### src/rtl/flash_status_pkg.sv
package flash_status_pkg;

  typedef enum logic [2:0] {
    MODE_IDLE      = 3'd0,
    MODE_PROG      = 3'd1,
    MODE_ERASE     = 3'd2,
    MODE_SUSP_READ = 3'd3,
    MODE_SUSP_PROG = 3'd4
  } fsg_mode_e;

  localparam int unsigned NUM_TOGGLES = 2;
  localparam int unsigned TOG_B6 = 0;
  localparam int unsigned TOG_B2 = 1;

  function automatic logic [7:0] status_byte(input logic b7, input logic b6, input logic b2);
    status_byte = {b7, b6, 3'b000, b2, 2'b00};
  endfunction

endpackage

### src/rtl/fsg_sector_match.sv
module fsg_sector_match #(
  parameter int unsigned IDX_W = 3
) (
  input  logic [IDX_W-1:0] rd_idx_i,
  input  logic [IDX_W-1:0] sect_i,
  output logic             hit_o
);
  always_comb hit_o = (rd_idx_i == sect_i);
endmodule

### src/rtl/fsg_toggle_cell.sv
module fsg_toggle_cell (
  input  logic clk,
  input  logic rst,
  input  logic clr_i,
  input  logic fall_i,
  input  logic qual_i,
  output logic tog_o
);
  always_ff @(posedge clk) begin
    if (rst || clr_i) tog_o <= 1'b0;
    else if (fall_i && qual_i) tog_o <= ~tog_o;
  end

  // a job start leaves the toggle at zero
  p_clear_zero_r8: assert property (@(posedge clk) disable iff (rst) clr_i |=> !tog_o);
  // without a completed qualified read the toggle holds
  p_hold_r9: assert property (@(posedge clk) disable iff (rst)
    (!clr_i && !(fall_i && qual_i)) |=> $stable(tog_o));
endmodule

### src/rtl/fsg_read_classify.sv
module fsg_read_classify
  import flash_status_pkg::*;
#(
  parameter int unsigned ADDR_W = 19
) (
  input  logic [2:0]        mode_i,
  input  logic              in_sect_i,
  input  logic [ADDR_W-1:0] rd_addr_i,
  input  logic [ADDR_W-1:0] prog_addr_i,
  input  logic [7:0]        prog_data_i,
  input  logic [7:0]        array_data_i,
  input  logic [NUM_TOGGLES-1:0] tog_i,
  output logic [7:0]        byte_o,
  output logic [NUM_TOGGLES-1:0] qual_o
);
  fsg_mode_e mode;
  logic      at_prog;

  always_comb begin
    mode    = fsg_mode_e'(mode_i);
    at_prog = (rd_addr_i == prog_addr_i);
    byte_o  = array_data_i;
    qual_o  = '0;
    unique case (mode)
      MODE_PROG: begin
        byte_o         = status_byte(~prog_data_i[7], tog_i[TOG_B6], 1'b1);
        qual_o[TOG_B6] = 1'b1;
      end
      MODE_ERASE: begin
        byte_o         = status_byte(1'b0, tog_i[TOG_B6], tog_i[TOG_B2]);
        qual_o[TOG_B6] = 1'b1;
        qual_o[TOG_B2] = in_sect_i;
      end
      MODE_SUSP_READ, MODE_SUSP_PROG: begin
        if (in_sect_i) begin
          byte_o         = status_byte(1'b1, 1'b1, tog_i[TOG_B2]);
          qual_o[TOG_B2] = 1'b1;
        end else if (mode == MODE_SUSP_PROG && at_prog) begin
          byte_o         = status_byte(~prog_data_i[7], tog_i[TOG_B6], 1'b1);
          qual_o[TOG_B6] = 1'b1;
        end
      end
      default: begin
        byte_o = array_data_i;
      end
    endcase
  end
endmodule

### src/rtl/flash_status_gen.sv
module flash_status_gen
  import flash_status_pkg::*;
#(
  parameter int unsigned ADDR_W    = 19,
  parameter int unsigned SECT_BITS = 16
) (
  input  logic                  clk,
  input  logic                  rst,
  input  logic [2:0]            mode_i,
  input  logic [7:0]            prog_data_i,
  input  logic [ADDR_W-1:0]     prog_addr_i,
  input  logic [ADDR_W-SECT_BITS-1:0] sect_i,
  input  logic                  rd_strobe_i,
  input  logic [ADDR_W-1:0]     rd_addr_i,
  input  logic [7:0]            array_data_i,
  output logic [7:0]            rd_data_o
);
  localparam int unsigned IDX_W = ADDR_W - SECT_BITS;

  logic [2:0]             mode_q;
  logic                   strobe_q;
  logic                   fall;
  logic                   clr;
  logic                   in_sect;
  logic [7:0]             next_byte;
  logic [NUM_TOGGLES-1:0] qual_now, qual_q, tog;

  fsg_sector_match #(.IDX_W(IDX_W)) u_match (
    .rd_idx_i (rd_addr_i[ADDR_W-1:SECT_BITS]),
    .sect_i   (sect_i),
    .hit_o    (in_sect)
  );

  fsg_read_classify #(.ADDR_W(ADDR_W)) u_class (
    .mode_i       (mode_i),
    .in_sect_i    (in_sect),
    .rd_addr_i    (rd_addr_i),
    .prog_addr_i  (prog_addr_i),
    .prog_data_i  (prog_data_i),
    .array_data_i (array_data_i),
    .tog_i        (tog),
    .byte_o       (next_byte),
    .qual_o       (qual_now)
  );

  always_comb begin
    fall = strobe_q && !rd_strobe_i;
    clr  = (mode_q == MODE_IDLE && (mode_i == MODE_PROG || mode_i == MODE_ERASE)) ||
           (mode_q == MODE_SUSP_READ && mode_i == MODE_SUSP_PROG);
  end

  genvar g;
  generate
    for (g = 0; g < NUM_TOGGLES; g++) begin : g_tog
      fsg_toggle_cell u_cell (
        .clk    (clk),
        .rst    (rst),
        .clr_i  (clr),
        .fall_i (fall),
        .qual_i (qual_q[g]),
        .tog_o  (tog[g])
      );
    end
  endgenerate

  always_ff @(posedge clk) begin
    if (rst) begin
      mode_q    <= MODE_IDLE;
      strobe_q  <= 1'b0;
      qual_q    <= '0;
      rd_data_o <= 8'h00;
    end else begin
      mode_q   <= mode_i;
      strobe_q <= rd_strobe_i;
      if (rd_strobe_i) begin
        qual_q    <= qual_now;
        rd_data_o <= next_byte;
      end
    end
  end

  // output holds between reads
  p_out_hold_r9: assert property (@(posedge clk) disable iff (rst)
    !rd_strobe_i |=> $stable(rd_data_o));
  // erase status always shows a low polling bit
  p_erase_poll_r3: assert property (@(posedge clk) disable iff (rst)
    (rd_strobe_i && mode_i == MODE_ERASE) |=> !rd_data_o[7]);
  // program status shows inverted data bit and a set bit 2
  p_prog_poll_r2: assert property (@(posedge clk) disable iff (rst)
    (rd_strobe_i && mode_i == MODE_PROG) |=> (rd_data_o[2] && rd_data_o[7] == !$past(prog_data_i[7])));
  // suspended sector reads show both upper status bits set
  p_susp_sect_r4: assert property (@(posedge clk) disable iff (rst)
    (rd_strobe_i && mode_i == MODE_SUSP_READ && in_sect) |=> rd_data_o[7:6] == 2'b11);
  // idle reads pass array data through
  p_idle_pass_r7: assert property (@(posedge clk) disable iff (rst)
    (rd_strobe_i && mode_i == MODE_IDLE) |=> rd_data_o == $past(array_data_i));
endmodule

### config.mk
export PLATFORM = sky130hd
export DESIGN_NAME = flash_status_gen
export DESIGN_NICKNAME = d
export VERILOG_FILES = /design/src/rtl/flash_status_pkg.sv /design/src/rtl/fsg_sector_match.sv /design/src/rtl/fsg_toggle_cell.sv /design/src/rtl/fsg_read_classify.sv /design/src/rtl/flash_status_gen.sv
export SDC_FILE = /design/constraint.sdc
export NUM_CORES = 1
export LEC_CHECK = 0
export BUFFER_PORTS_ARGS = -buffer_cell sky130_fd_sc_hd__buf_4
export CORE_MARGIN = 2
export CORE_UTILIZATION = 42
export CTS_BUF_LIST = sky130_fd_sc_hd__clkbuf_8
export CTS_CLUSTER_SIZE = 24
export DETAILED_ROUTE_END_ITERATION = 6
export PLACE_DENSITY_LB_ADDON = 0.05
export SYNTH_ARGS = -nofsm -noshare
export SYNTH_HDL_FRONTEND = slang
export SYNTH_SLANG_ARGS = --single-unit
### constraint.sdc
create_clock -name clk -period 3.5 [get_ports clk]
set_input_delay 0.175 -clock clk [delete_from_list [all_inputs] [get_ports clk]]
set_output_delay 0.175 -clock clk [all_outputs]
set_load 0.01 [all_outputs]
Word-level counts from Yosys, hierarchy flattened
Cells that the tools add are included.
Widths: inputs -> output; s select.
{"block": "classes", "shift": 0, "n_div": 0, "n_reduce_logical": 13, "n_mul": 0, "n_lt_le_gt_ge": 0, "n_addsub": 0, "bitwise_logic": 3, "muxes": 8, "eq_ne": 7}
{"cell": "$pmux 8 s3", "count": 1}
{"cell": "$eq 19x19->1", "count": 1}
{"cell": "$mux 8", "count": 2}
{"cell": "$eq 3x2->1 const B", "count": 3}
{"cell": "$logic_and 1x1->1", "count": 6}
{"cell": "$pmux 1 s2", "count": 2}
{"cell": "$reduce_or 2->1", "count": 2}
{"cell": "$eq 3x1->1 const B", "count": 1}
{"cell": "$eq 3x3->1", "count": 1}
{"cell": "$eq 3x3->1 const B", "count": 1}
{"cell": "$logic_not 3->1", "count": 1}
{"cell": "$logic_or 1x1->1", "count": 3}
{"cell": "$mux 1", "count": 3}
{"cell": "$not 1->1", "count": 3}
{"cell": "$logic_not 1->1", "count": 1}
{"block": "word_totals", "wordCells": 37, "latch_bits": 0, "inputBits": 63, "regBits": 16, "mem_bits_rw": 0, "rom_bits": 0, "memories": 0}

Longest topological paths before layout
{"block": "depth", "ltp_word": 5, "depth_mapped": 7, "depth_no_buf": 5}

Hierarchy
A second synthesis with hierarchy kept.
{"block": "unflattened", "cells_unflattened": 139, "hier_area_um2": 1221.2}
{"module": "fsg_read_classify", "cells_per_inst": 81, "area_per_inst_um2": 585.6, "n_inst": 1, "seq_area_each_um2": 0.0}
{"module": "flash_status_gen", "cells_per_inst": 46, "area_per_inst_um2": 499.2, "n_inst": 1, "seq_area_each_um2": 280.3}
{"module": "fsg_toggle_cell", "cells_per_inst": 4, "area_per_inst_um2": 50.0, "n_inst": 2, "seq_area_each_um2": 20.0}
{"module": "fsg_sector_match", "cells_per_inst": 4, "area_per_inst_um2": 36.3, "n_inst": 1, "seq_area_each_um2": 0.0}

Worst setup path before layout
OpenSTA, ideal clock, no wires.
{"block": "synth_timing", "kind": "input -> register", "startpoint": "input mode_i[0]", "endpoint": "register rd_data_o[2]", "path_slack_ns": 2.073, "setup_time_ns": 0.120, "t_arrival_ns": 1.308, "path_stages": 6, "n_path_buf": 1, "cell_sequence": "buf_4 -> nor2_1 -> xor2_1 -> a21oi_1 -> o211a_1 -> a211o_1"}
{"block": "synth_between", "elab_chain_len": 5}
{"item": "from (decl)", "line": "flash_status_gen.sv:9", "rtl": "input logic [2:0] mode_i,"}
{"item": "$eq 3x3->1", "line": "fsg_read_classify.sv:24, fsg_read_classify.sv:38"}
{"item": "$logic_and 1x1->1", "line": "fsg_read_classify.sv:38", "rtl": "end else if (mode == MODE_SUSP_PROG && at_prog) begin"}
{"item": "$mux 8", "line": "fsg_read_classify.sv:38"}
{"item": "$mux 8", "line": "fsg_read_classify.sv:35", "rtl": "if (in_sect_i) begin"}
{"item": "$pmux 8 s3 *", "line": "fsg_read_classify.sv:24", "rtl": "unique case (mode)"}
{"item": "to (signal assigned)", "line": "flash_status_gen.sv:77", "rtl": "rd_data_o <= next_byte;"}
{"item": "to (decl)", "line": "flash_status_gen.sv:16", "rtl": "output logic [7:0] rd_data_o"}
Every way passes the cells marked *; elsewhere a longest branch is shown, timed or not.
A chain may end at the register's enable or synchronous reset.

Final worst setup path
{"block": "layout_timing", "startpoint": "input mode_i[1]", "endpoint": "register rd_data_o[7]"}
Same word-level chain as after synthesis.

==> run metrics <==
final core utilization 66.0%; fraction of the mapped netlist area in adder cells 0%; largest family of logic cells by synthesized area simple AND/OR/NAND/NOR gates; initial antenna violation count 0; nets between 200 and 300; Final Skew about 0.60 ps; period utilization 41.3%; die area 3140 um2; Critical Path Source mode_i[1]; Final setup viols 0; worst vdd ir approximately 230 uV; cts hold-fix bufs 0; grt total ovfl 0; LEAKAGE 0.714 nW; final instance area between 1500 and 2000 um2; Least-Margin Pin Slew 601 ps; Net Switching roughly 0.13 mW; CTS-repair resized insts 0; crit-path max FO 6; WP data arrival 1570 ps; placed cell area between 1500 and 2000 um2; I/O Buffers 63; Worst Path Class, Setup input pin to register; Max clock buf depth 2; Hold Crit Class input pin to register; total power 0.485 mW; Die Width between 50 and 60 um; Mapped Area 1140 um2; Reg area 320 um2; CTS clk-pin slew, worst paths roughly 60 ps; combinational group share of total power 31.3%; clock root cell clkbuf_8; Syn-to-layout area delta 46.4%; residual DRC count 0; Post-Layout Cell Count 228; antenna-violating nets left 0; antenna cells 0; Max Slew Vio Count 0; H-tree levels 1; Final min period 1450 ps; num ports between 70 and 80; Worst Path Required about 3600 ps; P_int 0.356 mW; top cells by area, synth dfxtp_1 28%, xnor2_1 18%, nor2b_1 6.1%; fmax between 600 and 700 MHz; first-pass GRT wire length 5.12 mm; Compound-Gate Fraction of Synth Area 20.1%; most common cell after layout, fill and taps aside buf_4; Worst Hold Launch mode_i[2]; setup TNS 0 ps; Reg power frac roughly two fifths; DP Cell Count around 230; Async SR Flop Fraction 0%; Tot GR Track Use 19.4%; DRT Pass-1 Iters 4; post-CTS setup buffer count 0; Yosys top cell by area dfxtp_1; CTS tree yes; CTS sink count 16; Net Sw Frac a little over a quarter; Vias 1219; largest net degree at the start of global routing 23; Die H 56.0 um; Seq/Total Area, Yosys 28.2%; Final Hold Viols 0; commonest non-fill, non-tap cells in the layout 63 x buf_4, 24 x xnor2_1, 16 x dfxtp_1, 11 x nor2b_1; area share of the largest cell type after synthesis 28.2%; PwrDens approximately 290 nW/um2; vias in the first global route 1228; worst hold margin roughly 190 ps; worst r2r src rd_data_o[7]$_SDFFE_PP0P_; critical path capture point type register; FP Rows 18; Mapped Cells 137; startpoint class of the critical path input pin; post-synthesis area per instance 8.30 um2; post-synthesis mux area share 0%; dominant synthesized flop cell dfxtp_1; Clk pwr share 27.9%; final setup margin 2050 ps; Fillers between 200 and 250; pre-CTS setup slack ~1800 ps; status finished clean; Ys Warns 0; routed len/inst 13.3 um; final wirelength about 3.0 mm; Final Wtd Congestion roughly 0.9; area of the multi-input gates 763 um2; Synth Area in Simple Gates approximately 27%; Worst-Skew Late Latency 240 ps; layout cells sized above 1 34.8%; Synth Register Bits 16; Core Region 2520 um2; Post-synth EDFFs 0; XOR/XNOR Fraction of Synth Area 20.0%; RSZ-0062 raised after global routing false; Via density 5.35; Initial Util roughly 45%; Worst slew margin 59.8%; max-cap violations 0; HPWL after DPL 2.45 mm; Yosys cell types 40; First DRT Iteration DRCs 18; Post-Syn Nets 200; total CTS buffers 3
[Yosys cell counts, types with 2 or more instances]
library cell and instances:
a211o_1 2, a21oi_1 5, a31oi_1 6, and2_1 3
clkbuf_1 2, dfxtp_1 16, inv_1 8, nand2_1 5
nand2b_1 2, nand3_1 3, nand4_1 8, nor2_1 5
nor2b_1 11, nor3_1 3, nor3b_1 2, o21ai_0 2
o21bai_1 2, o32ai_1 5, or3_1 2, xnor2_1 24
xor2_1 2
[cell type report]
| cell class | count | share of cell area [%] |
|---|---|---|
| Inverter | 8 | 1.80 |
| Tap cell | 30 | 2.25 |
| Sequential cell | 16 | 19.2 |
| Clock buffer | 3 | 2.48 |
| Multi-Input combinational cell | 108 | 45.8 |
| Timing Repair Buffer | 63 | 28.4 |
[final timing paths]
path / slack, ps / depth (start not counted) / to
setup / recovery: 2050 / 6 / rd_data_o[7]$_SDFFE_PP0P_
hold / removal: 190 / 2 / mode_q[2]$_SDFF_PP0_
setup reg to reg: 2430 / 3 / rd_data_o[7]$_SDFFE_PP0P_
hold reg to reg: 480 / 2 / qual_q[1]$_SDFFE_PP0P_
[worst max-delay path: stages]
cell and delay (ps):
buf_4 140, nor3b_4 300, nand2_2 80, nor3_1 410
and2_1 340, o22ai_1 120
[registers in the layout, indices dropped and copies added (netlist names)]
| name | count |
|---|---|
| g_tog.u_cell.tog_o | 2 |
| mode_q | 3 |
| qual_q | 2 |
| rd_data_o | 8 |
| strobe_q | 1 |
[power by group through the flow]
stage / Combinational [mW] / Clock, mW / Sequential (mW)
4_1_cts: 0.153 / 0.136 / 0.198
5_1_grt: 0.166 / 0.147 / 0.199
2_1_floorplan: 0.0721 / 0 / 0.204
6_report: 0.152 / 0.135 / 0.198
3_5_place_dp: 0.152 / 0 / 0.202
3_3_place_gp: 0.149 / 0 / 0.201
[layer usage]
layer / share of wire, % / GRT usage [%]
met5: 0 / 0
met1: 41 / 23.6
met3: 5.9 / 4.88
met2: 53 / 35.6
met4: 0 / 1.36
[logic make-up (layout without fill, tap and decap cells)]
| group | Yosys count | in the layout |
|---|---|---|
| xor+xnor | 26 | 26 |
| flops | 16 | 16 |
| compound gates | 31 | 31 |
| buf+inv | 13 | 74 |
| simple gates | 51 | 51 |
Power figures use the tool's default switching activity.
